<file path="src/rtl/ctx_sequencer.sv">
module ctx_sequencer #(
  parameter int ADDR_W      = 32,
  parameter int CNT_W       = 8,
  parameter int FRAME_BYTES = 4096
) (
  input  logic              clk,
  input  logic              rst_n,
  input  logic              reg_we,
  input  logic [1:0]        reg_addr,
  input  logic [31:0]       reg_wdata,
  output logic [31:0]       reg_rdata,
  output logic              ld_req,
  output logic [ADDR_W-1:0] ld_addr,
  input  logic              ld_done,
  output logic              ex_run,
  input  logic              ex_done,
  output logic              fab_release,
  output logic              irq_start,
  output logic              irq_finish
);
  localparam logic [ADDR_W-1:0] STEP = ADDR_W'(FRAME_BYTES);

  typedef enum logic [2:0] {
    S_IDLE, S_CSTART, S_CFG, S_EXE, S_CFIN, S_RST, S_DONE
  } st_t;

  st_t              state, nstate;
  logic             go_q, flg_s, flg_f, ctx_done;
  logic [CNT_W-1:0] cnt_q, ctx_q;
  logic [ADDR_W-1:0] base_q;
  logic [CNT_W-1:0] ctx_inc;
  logic             wr_ctl, wr_base, wr_stat, idle;

  assign ctx_inc = ctx_q + 1'b1;
  assign idle    = (state == S_IDLE);
  assign wr_ctl  = reg_we && reg_addr == 2'd0;
  assign wr_base = reg_we && reg_addr == 2'd1 && idle;
  assign wr_stat = reg_we && reg_addr == 2'd2;

  always_comb begin
    nstate = state;
    unique case (state)
      S_IDLE:   if (go_q) nstate = (cnt_q == '0) ? S_DONE : S_CSTART;
      S_CSTART: nstate = S_CFG;
      S_CFG:    if (ld_done) nstate = S_EXE;
      S_EXE:    if (ex_done) nstate = S_CFIN;
      S_CFIN:   nstate = S_RST;
      S_RST:    nstate = (ctx_inc == cnt_q) ? S_DONE : S_CSTART;
      S_DONE:   if (!go_q) nstate = S_IDLE;
      default:  nstate = S_IDLE;
    endcase
  end

  always_ff @(posedge clk) begin
    if (!rst_n) begin
      state    <= S_IDLE;
      go_q     <= 1'b0;
      cnt_q    <= '0;
      base_q   <= '0;
      ctx_q    <= '0;
      ctx_done <= 1'b0;
      flg_s    <= 1'b0;
      flg_f    <= 1'b0;
    end else begin
      state <= nstate;
      if (wr_ctl) begin
        go_q <= reg_wdata[0];
        if (idle) cnt_q <= reg_wdata[8 +: CNT_W];
      end
      if (wr_base) base_q <= reg_wdata[ADDR_W-1:0];
      if (idle && go_q) begin
        ctx_q    <= '0;
        ctx_done <= 1'b0;
      end
      if (state == S_CSTART) ctx_done <= 1'b0;
      if (state == S_RST) begin
        ctx_done <= 1'b1;
        ctx_q    <= ctx_inc;
      end
      if (state == S_CSTART)             flg_s <= 1'b1;
      else if (wr_stat && reg_wdata[1])  flg_s <= 1'b0;
      if (state == S_CFIN)               flg_f <= 1'b1;
      else if (wr_stat && reg_wdata[2])  flg_f <= 1'b0;
    end
  end

  assign irq_start   = (state == S_CSTART);
  assign ld_req      = (state == S_CFG);
  assign ex_run      = (state == S_EXE);
  assign irq_finish  = (state == S_CFIN);
  assign fab_release = (state == S_RST);
  assign ld_addr     = base_q + ADDR_W'(ctx_q) * STEP;

  always_comb begin
    unique case (reg_addr)
      2'd0:    reg_rdata = (32'(cnt_q) << 8) | 32'(go_q);
      2'd1:    reg_rdata = 32'(base_q);
      2'd2:    reg_rdata = (32'(ctx_q) << 8) |
                           {28'd0, ctx_done, flg_f, flg_s, state == S_DONE};
      default: reg_rdata = 32'd0;
    endcase
  end


  start_pulse_chk: assert property (@(posedge clk) disable iff (!rst_n)
    irq_start |=> !irq_start && ld_req);


  load_hold_chk: assert property (@(posedge clk) disable iff (!rst_n)
    ld_req && !ld_done |=> ld_req && $stable(ld_addr));


  exec_follow_chk: assert property (@(posedge clk) disable iff (!rst_n)
    ld_req && ld_done |=> ex_run);


  finish_release_chk: assert property (@(posedge clk) disable iff (!rst_n)
    irq_finish |=> fab_release && !irq_finish);


  done_hold_chk: assert property (@(posedge clk) disable iff (!rst_n)
    state == S_DONE && go_q |=> state == S_DONE);


  zero_count_chk: assert property (@(posedge clk) disable iff (!rst_n)
    idle && go_q && cnt_q == '0 |=> state == S_DONE && !irq_start);
endmodule

</file>
<file path="config.mk">
export PLATFORM = sky130hd
export DESIGN_NAME = ctx_sequencer
export DESIGN_NICKNAME = d
export VERILOG_FILES = /design/src/rtl/ctx_sequencer.sv
export SDC_FILE = /design/constraint.sdc
export NUM_CORES = 1
export LEC_CHECK = 0
export BUFFER_PORTS_ARGS = -buffer_cell sky130_fd_sc_hd__buf_2
export CAP_MARGIN = 20
export CORE_MARGIN = 2
export CORE_UTILIZATION = 39
export DETAILED_ROUTE_END_ITERATION = 6
export GPL_TIMING_DRIVEN = 1
export PLACE_DENSITY = 0.61
export SYNTH_ARGS = -nofsm -noshare
export SYNTH_HDL_FRONTEND = slang
export SYNTH_SLANG_ARGS = --single-unit
</file>
<file path="constraint.sdc">
create_clock -name clk -period 3.15 [get_ports clk]
set_clock_uncertainty 0.2 [all_clocks]
set_input_delay 0.315 -clock clk [delete_from_list [all_inputs] [get_ports clk]]
set_output_delay 0.315 -clock clk [all_outputs]
set_load 0.02 [all_outputs]
</file>
* Yosys cells after proc, flatten, opt, wreduce, memory -nomap -nowiden
Index checks and enable logic that the tools add are counted.
Word-level totals: register bits after elaboration 55, input bits 39, word-level logic and storage cells 58
Operators by class: add/subtract/negate cells 2, eq/ne operators 13, multiplexer cells 17, bitwise gates (word level) 2, reduce and logical (&&, ||, !) cells 16
Operators with widths (count):
- $pmux W32 S3 | 1
- $add A32 B20 Y32 | 1
- $pmux W3 S7 | 1
- $mux W3 | 6
- $mux W8 | 2
- $or A16 B1 Y16 | 1
- $or A16 B4 Y16 | 1
- $eq A3 B3 Y1 const B | 3
- $add A8 B1 Y8 const B | 1
- $eq A8 B8 Y1 | 1
- $logic_not A8 Y1 | 1
- $logic_and A1 B1 Y1 | 7
- $mux W1 | 7
- $eq A3 B2 Y1 const B | 2
- $reduce_bool A2 Y1 | 3
- $ne A2 B1 Y1 const B | 2
- $ne A2 B2 Y1 const B | 2
- $reduce_and A4 Y1 | 1
- $eq A3 B1 Y1 const B | 1
- $logic_not A3 Y1 | 1
- $reduce_bool A3 Y1 | 1
- $eq A2 B1 Y1 const B | 1
- $eq A2 B2 Y1 const B | 1
- $logic_not A2 Y1 | 1
- $reduce_and A2 Y1 | 1

* Longest topological paths before layout
Gate-level depths: netlist of the first run.
depth in word-level cells 5, mapped depth 8

* Worst setup path before layout of the first run
Ideal clock, no wire load.
path kind reg-to-output, start point register ctx_q[0], end point output ld_addr[20], arrival time 2321 ps, required time 2635 ps, slack 314 ps, stages on the path, launching flop included 8, buffers on the path 0, cell sequence dfxtp_1 > ha_1 > fa_1 > a21o_1 > a2111o_1 > a21o_1 > a21o_1 > xor2_1
Between the ends: word-level cells in the longest chain between the ends 1
Ends and longest elaborated chain:
- start: declaration | RTL line 29 | logic [CNT_W-1:0] cnt_q, ctx_q;
- start signal: assignment | RTL line 78 | ctx_q <= ctx_inc;
- $add A32 B20 Y32 | RTL line 92 | assign ld_addr = base_q + ADDR_W'(ctx_q) * STEP;
- end: declaration | RTL line 13 | output logic [ADDR_W-1:0] ld_addr,
No other way between the ends.

* Worst setup path in the final report of the first run
start point register ctx_q[0], end point output ld_addr[30]
Same word-level chain as after synthesis.

==> summary.txt, run 1 <==
Net Count, Synth = 493
Final core occ = 48.7%
Count of endpoints failing setup in the final report = 0
Routed WL = 8.92 mm
Quantity of I/O buffers inserted on ports = 107
Cts bufs inserted = 5
Die span in x = 96.9 um
Number of cells produced by synthesis = 444
First-pass GRT wire length = 14.7 mm
Worst hold-check path type = primary input to flop
Most frequently used cell type in the post-synthesis netlist = nand2_1
Clock root buffer = clkbuf_8
Type of destination of the critical path = primary output
Fraction of final layout cells sized beyond drive strength 1 = 27.4%
Commonest cells post-synth = nand2_1 (86), dfxtp_1 (55), a21oi_1 (48)
Final period utilization = 96.8%
Source-to-sink clock delay at the later pin of the worst-skew pair = 0.30 ns
Biggest area contributors in the synthesized netlist = dfxtp_1 (33%), nand2_1 (9.6%), a21oi_1 (7.1%)
Share of power burned in registers = 47.5%
Overall overflow remaining after global route = 0
Vias after detailed routing = 3,285
Pint = 1.14 mW
Net Switching = 0.680 mW
Drt pass-1 iters = 5
Via count of the first global-routing pass = 3,019
Number of antenna violations at the first check in global routing = 0
Pwr/cell area = 450 nW/um2
Pin slew with the least headroom to its limit = 0.974 ns
Per-instance average area after synthesis = 7.57 um2
Max-slew headroom = 35.1%
Clock transition at the registers of the reported paths = 0.10 ns
Pin count of the biggest net entering global routing = 55
Relative area change from synthesis to final layout = 20.2%
Outcome = completed
Worst Path Arrival = 2.53 ns
Num rows = 33
Hold Violations, Final = 0
Number of buffers inserted by hold repair at cts = 0
Clock group share of total power = 21.4%
Register bit count reported by yosys = 55
MaxCap Viol Count = 0
Sequential fraction of the synthesis area = 32.7%
Post-Synthesis Cell Area = 3360 um2
Worst Hold Slack = 0.0354 ns
Diode insertion count for antenna repair = 0
Routed length per placed instance = 14.0 um
Proportion of total power due to net switching = 37.4%
Core region area = 8300 um2
Async S/R FF share, synth = 0%
Share of the synthesized area in the top cell type = 32.7%
Highest clock frequency the design can meet = 0.328 GHz
Total routing usage reported by global routing = 18.4%
Top_reg_cell synth = dfxtp_1
Sink Count = 55
Crit Path Max Fanout = 6
Number of enable-type register cells in the synthesized netlist = 0
Average vias per placed instance = 5.15
Estimated wirelength of the detail-placed design = 6.65 mm
Longest Clk Path Bufs = 2
Unique cell type count in the Yosys netlist = 45
Crit path launch type = flop
Combinational share of power = 31.1%
Die area = 9380 um2
Warnings, synthesis = 0
Htree depth = 2
Final Total Pwr = 1.82 mW
Initial cell density of the core = 40.5%
Top cell type by total area after synthesis = dfxtp_1
Detailed-route DRC error count = 0
Pins over their slew limit = 0
RePlAce Congestion = 0.828
Die extent in y = 96.9 um
Net total in the final layout = 581
Kind of critical path = flop to primary output
CTS tree = yes
Worst EP required = 2.63 ns
Max IR drop VDD = 222 uV
Total I/O pin count = 108
Number of violations reported at the end of detailed-routing iteration 0 = 118
Number of nets with antenna violations after detailed routing = 0
Post-route minimum period = 3.05 ns
Static Leak = 1.91 nW
## area by class of cell
cell class                 count  area [um2]
fill                         861        4260
multi-input combinational    344        2060
sequential                    55        1110
timing repair buffer         119         633
tap                          105         131
clock buffer                   6        72.6
inverter                       7        26.3
clock inverter                 2        12.5
## power groups by stage
| stage | combinational, mW | clock (mW) | sequential, mW |
|---|---|---|---|
| floorplan | 0.461 | 0 | 0.828 |
| global placement | 0.562 | 0 | 0.875 |
| detailed placement | 0.567 | 0 | 0.881 |
| CTS | 0.573 | 0.398 | 0.865 |
| global route | 0.629 | 0.424 | 0.883 |
| finish | 0.566 | 0.389 | 0.864 |
## worst max-delay path, stage by stage (launching register included)
cell,delay (ns)
dfxtp_2,0.33
ha_2,0.19
fa_2,0.34
a21o_1,0.17
a2111o_1,0.38
a21o_1,0.18
a21o_4,0.25
nand4_1,0.11
xnor2_1,0.12
buf_4,0.16
## cells by family after synthesis
family | synth area share [%]
and+or+nand+nor | 27.2
AOI/OAI and AO/OA | 16.6
DFF | 32.7
buffers and inverters | 6.88
xor gates and xnor gates | 7.03
muxes | 5.65
adders and majority gates | 3.94
## registers in the layout (all words and copies together), names as in the netlist
name      cells
flg_f         1
cnt_q         8
ctx_done      1
ctx_q         8
go_q          1
base_q       32
state         3
flg_s         1
## through the flow
stage | instances | TNS, ns | worst slack (ns) | area (um2)
floorplan | 444 | 0 | 0.314 | 3360
global placement | 627 | 0 | 0.243 | 3890
detailed placement | 627 | 0 | 0.213 | 3890
CTS | 638 | 0 | 0.0127 | 4030
global route | 638 | -0.000321 | -0.000321 | 4040
finish | 638 | 0 | 0.100 | 4040
## final timing paths
check | depth (start not counted) | start | slack, ns | to
min reg2reg | 2 | base_q[7] | 0.27 | base_q[7]
max reg2reg | 8 | ctx_q[1] | 0.87 | state[2]
min | 3 | reg_wdata[30] | 0.04 | base_q[30]
max | 9 | ctx_q[0] | 0.10 | ld_addr[30]
## routing by layer
metal / track usage [%] / vias to the layer above / part of all wire [%]
met2: 31.6 / 86 / 48
met3: 3.40 / 8 / 4.9
li1: - / 1678 / -
met1: 24.5 / 1513 / 46
met4: 3.25 / 0 / 0.95
met5: 0 / - / 0
## cell usage in the layout, fill, tap and decap left out, drive strengths merged, types with 5 or more instances in the layout
cell type / Yosys / routed
nand2b: 8 / 8
a21o: 5 / 5
nand3: 14 / 14
nor2: 33 / 33
buf: 22 / 119
and2: 22 / 22
ha: 9 / 9
nor3: 8 / 8
a21oi: 48 / 48
inv: 7 / 7
xnor2: 16 / 16
nand2: 86 / 86
and3: 9 / 9
o21ai: 19 / 19
dfxtp: 55 / 55
clkbuf: 16 / 6
mux2i: 19 / 19
xor2: 11 / 11
## what timing repair did
item                       in CTS  in global routing
setup endpoints to repair       6                 12
pin swaps                       5                  5
resized for setup              10                  4
setup buffers                   3                  0
Note: power is estimated with default switching activity, not from simulation.
==> run 2, diff against run 1 <==
--- a/config.mk
+++ b/config.mk
@@ -8,10 +8,10 @@
 export BUFFER_PORTS_ARGS = -buffer_cell sky130_fd_sc_hd__buf_2
 export CAP_MARGIN = 20
 export CORE_MARGIN = 2
-export CORE_UTILIZATION = 39
+export CORE_UTILIZATION = 40
 export DETAILED_ROUTE_END_ITERATION = 6
 export GPL_TIMING_DRIVEN = 1
-export PLACE_DENSITY = 0.61
+export PLACE_DENSITY = 0.62
 export SYNTH_ARGS = -nofsm -noshare
 export SYNTH_HDL_FRONTEND = slang
 export SYNTH_SLANG_ARGS = --single-unit
==> run 2 against run 1 <==
Cell count decreased by 0.31%. Routed wire length increased by 1.5%. Combinational power increased by 2%. Clock power increased by 9.0%. Critical path type unchanged. Highest routed layer unchanged. Register-to-register slack got worse by 0.09 ns. Die area decreased by 2.4%.
==> summary.txt, run 2 (synthesis gave the netlist of run 1 again) <==
Drt pass-1 iters = 4 (was 5)
Number of antenna violations at the first check in global routing = 0 (unchanged)
Hold-critical path depth = 3 (unchanged)
Max IR drop VDD = 208 uV (was 222 uV)
Detailed-route DRC error count = 0 (unchanged)
Total I/O pin count = 108 (unchanged)
Static Leak = 1.92 nW (was 1.91 nW)
First-pass GRT wire length = 14.0 mm (was 14.7 mm)
Pin slew with the least headroom to its limit = 0.972 ns (was 0.974 ns)
Crit Reg-Reg Startpoint = ctx_q[0] (was ctx_q[1])
Cells on worst reg2reg path = 9 (was 8)
Final core occ = 49.6% (was 48.7%)
MaxCap Viol Count = 0 (unchanged)
Quantity of I/O buffers inserted on ports = 107 (unchanged)
Net total in the final layout = 579 (was 581)
Hold EP = base_q[6] (was base_q[30])
Count of endpoints failing setup in the final report = 0 (unchanged)
Routed length per placed instance = 14.2 um (was 14.0 um)
Aggregate negative setup slack = 0 ns (unchanged)
Register bank with the most flops = base_q (unchanged)
Fraction of final layout cells sized beyond drive strength 1 = 27.3% (was 27.4%)
Number of violations reported at the end of detailed-routing iteration 0 = 157 (was 118)
Sink Count = 55 (unchanged)
Estimated wirelength of the detail-placed design = 6.46 mm (was 6.65 mm)
Worst hold-check path type = primary input to flop (unchanged)
Worst Hold Slack = 0.0146 ns (was 0.0354 ns)
Final period utilization = 97.4% (was 96.8%)
Pin count of the biggest net entering global routing = 55 (unchanged)
Max-slew headroom = 35.1% (about the same)
Die extent in y = 95.7 um (was 96.9 um)
Routed WL = 9.06 mm (was 8.92 mm)
Type of destination of the critical path = primary output (unchanged)
Die area = 9160 um2 (was 9380 um2)
Relative area change from synthesis to final layout = 20.5% (was 20.2%)
Diode insertion count for antenna repair = 0 (unchanged)
Worst Path Arrival = 2.55 ns (was 2.53 ns)
Terminus of the critical flop-to-flop path = state[2] (unchanged)
Number of buffers inserted by hold repair at cts = 0 (unchanged)
Via count of the first global-routing pass = 2,843 (was 3,019)
Crit Path Max Fanout = 6 (unchanged)
Source-to-sink clock delay at the later pin of the worst-skew pair = 0.32 ns (was 0.30 ns)
Average vias per placed instance = 5.19 (was 5.15)
RSZ-0062 raised after global routing = yes
Highest clock frequency the design can meet = 0.326 GHz (was 0.328 GHz)
Hold Violations, Final = 0 (unchanged)
Total routing usage reported by global routing = 19.5% (was 18.4%)
Worst reg2reg setup slack = 0.78 ns (was 0.87 ns)
Final Total Pwr = 1.87 mW (was 1.82 mW)
Number of flip-flops under the largest register name = 32 (unchanged)
Final standard cell count with taps included and fillers excluded = 636 (was 638)
Overall overflow remaining after global route = 0 (unchanged)
Initial cell density of the core = 41.1% (was 40.5%)
Worst EP required = 2.63 ns (about the same)
Cts bufs inserted = 5 (unchanged)
Die span in x = 95.7 um (was 96.9 um)
CTS tree = yes (unchanged)
Largest registers = base_q (32), cnt_q (8), ctx_q (8) (unchanged)
Htree depth = 2 (unchanged)
Commonest cells after routing, fill and taps aside = buf_2 (102), nand2_1 (86), dfxtp_1 (51) (was buf_2 (104), nand2_1 (86), dfxtp_1 (51))
Pins over their slew limit = 0 (unchanged)
Number of nets with antenna violations after detailed routing = 0 (unchanged)
Total instance count after detailed placement = 626 (was 627)
Longest Clk Path Bufs = 2 (unchanged)
Post-route minimum period = 3.07 ns (was 3.05 ns)
Min-delay src = reg_wdata[6] (was reg_wdata[30])
Clock root buffer = clkbuf_8 (unchanged)
Clock transition at the registers of the reported paths = 0.11 ns (was 0.10 ns)
Kind of critical path = flop to primary output (unchanged)
Pwr/cell area = 461 nW/um2 (was 450 nW/um2)
Num rows = 33 (unchanged)
Vias after detailed routing = 3,304 (was 3,285)
Core region area = 8180 um2 (was 8300 um2)
Crit path launch type = flop (unchanged)
Outcome = completed (unchanged)
Leading cell type in the layout, fill and taps excluded = buf_2 (unchanged)
RePlAce Congestion = 0.836 (was 0.828)
-- run 2: cell count changes in the layout (fill, tap and decap cells not counted), sizes merged --
cell      change
clkinvlp      -1
inv           +2
clkbuf        -1
buf           -2
-- run 2: worst max path at each step --
stage / startpoint / end / slack (ns) / depth (start not counted)
2_1_floorplan: ctx_q[0] / ld_addr[20] / 0.31 / 7
3_3_place_gp: ctx_q[0] / ld_addr[30] / 0.25 / 9
3_5_place_dp: ctx_q[0] / ld_addr[30] / 0.21 / 9
4_1_cts: ctx_q[0] / ld_addr[24] / 0.004 / 9
5_1_grt: base_q[12] / ld_addr[30] / -0.007 / 9
6_report: base_q[12] / ld_addr[30] / 0.08 / 9
-- run 2: routing by layer --
layer  vias to the layer above  track usage, %  routed length [um]
li1                       1673               -                   -
met1                      1536            27.8                4200
met2                        90            30.7                4270
met3                         5            3.84                 509
met4                         0            3.81                  75
met5                         -               0                   0
-- run 2: final cells by class --
| type | count | area (um2) |
|---|---|---|
| Fill cell | 857 | 4120 |
| Tap cell | 105 | 131 |
| Multi-Input combinational cell | 344 | 2070 |
| Timing Repair Buffer | 117 | 623 |
| Sequential cell | 55 | 1110 |
| Clock inverter | 3 | 22.5 |
| Inverter | 7 | 26.3 |
| Clock buffer | 5 | 68.8 |
-- run 2: timing repair --
item                                    CTS  global route
pin swaps                                 0             4
resized for setup                         6            10
gates cloned                              0             0
endpoints found under the setup margin    6            12
setup buffers                             1             1
-- run 2: worst max-delay path, stage by stage, from the launching register on --
cell      delay, ns
dfxtp_2        0.36
ha_4           0.16
fa_2           0.34
a21o_1         0.18
a2111o_1       0.37
a21o_1         0.20
a21o_4         0.23
nand4_1        0.11
xnor2_1        0.12
buf_4          0.16
-- run 2: power breakdown --
part	internal [mW]	switching, mW
clock network	0.162	0.262
logic	0.220	0.355
registers	0.764	0.103
-- run 2: through the flow --
stage	worst slack [ns]	instance area [um2]
2_1_floorplan	0.314	3360
3_3_place_gp	0.248	3890
3_5_place_dp	0.214	3890
4_1_cts	0.00426	4010
5_1_grt	-0.00660	4050
6_report	0.0816	4050
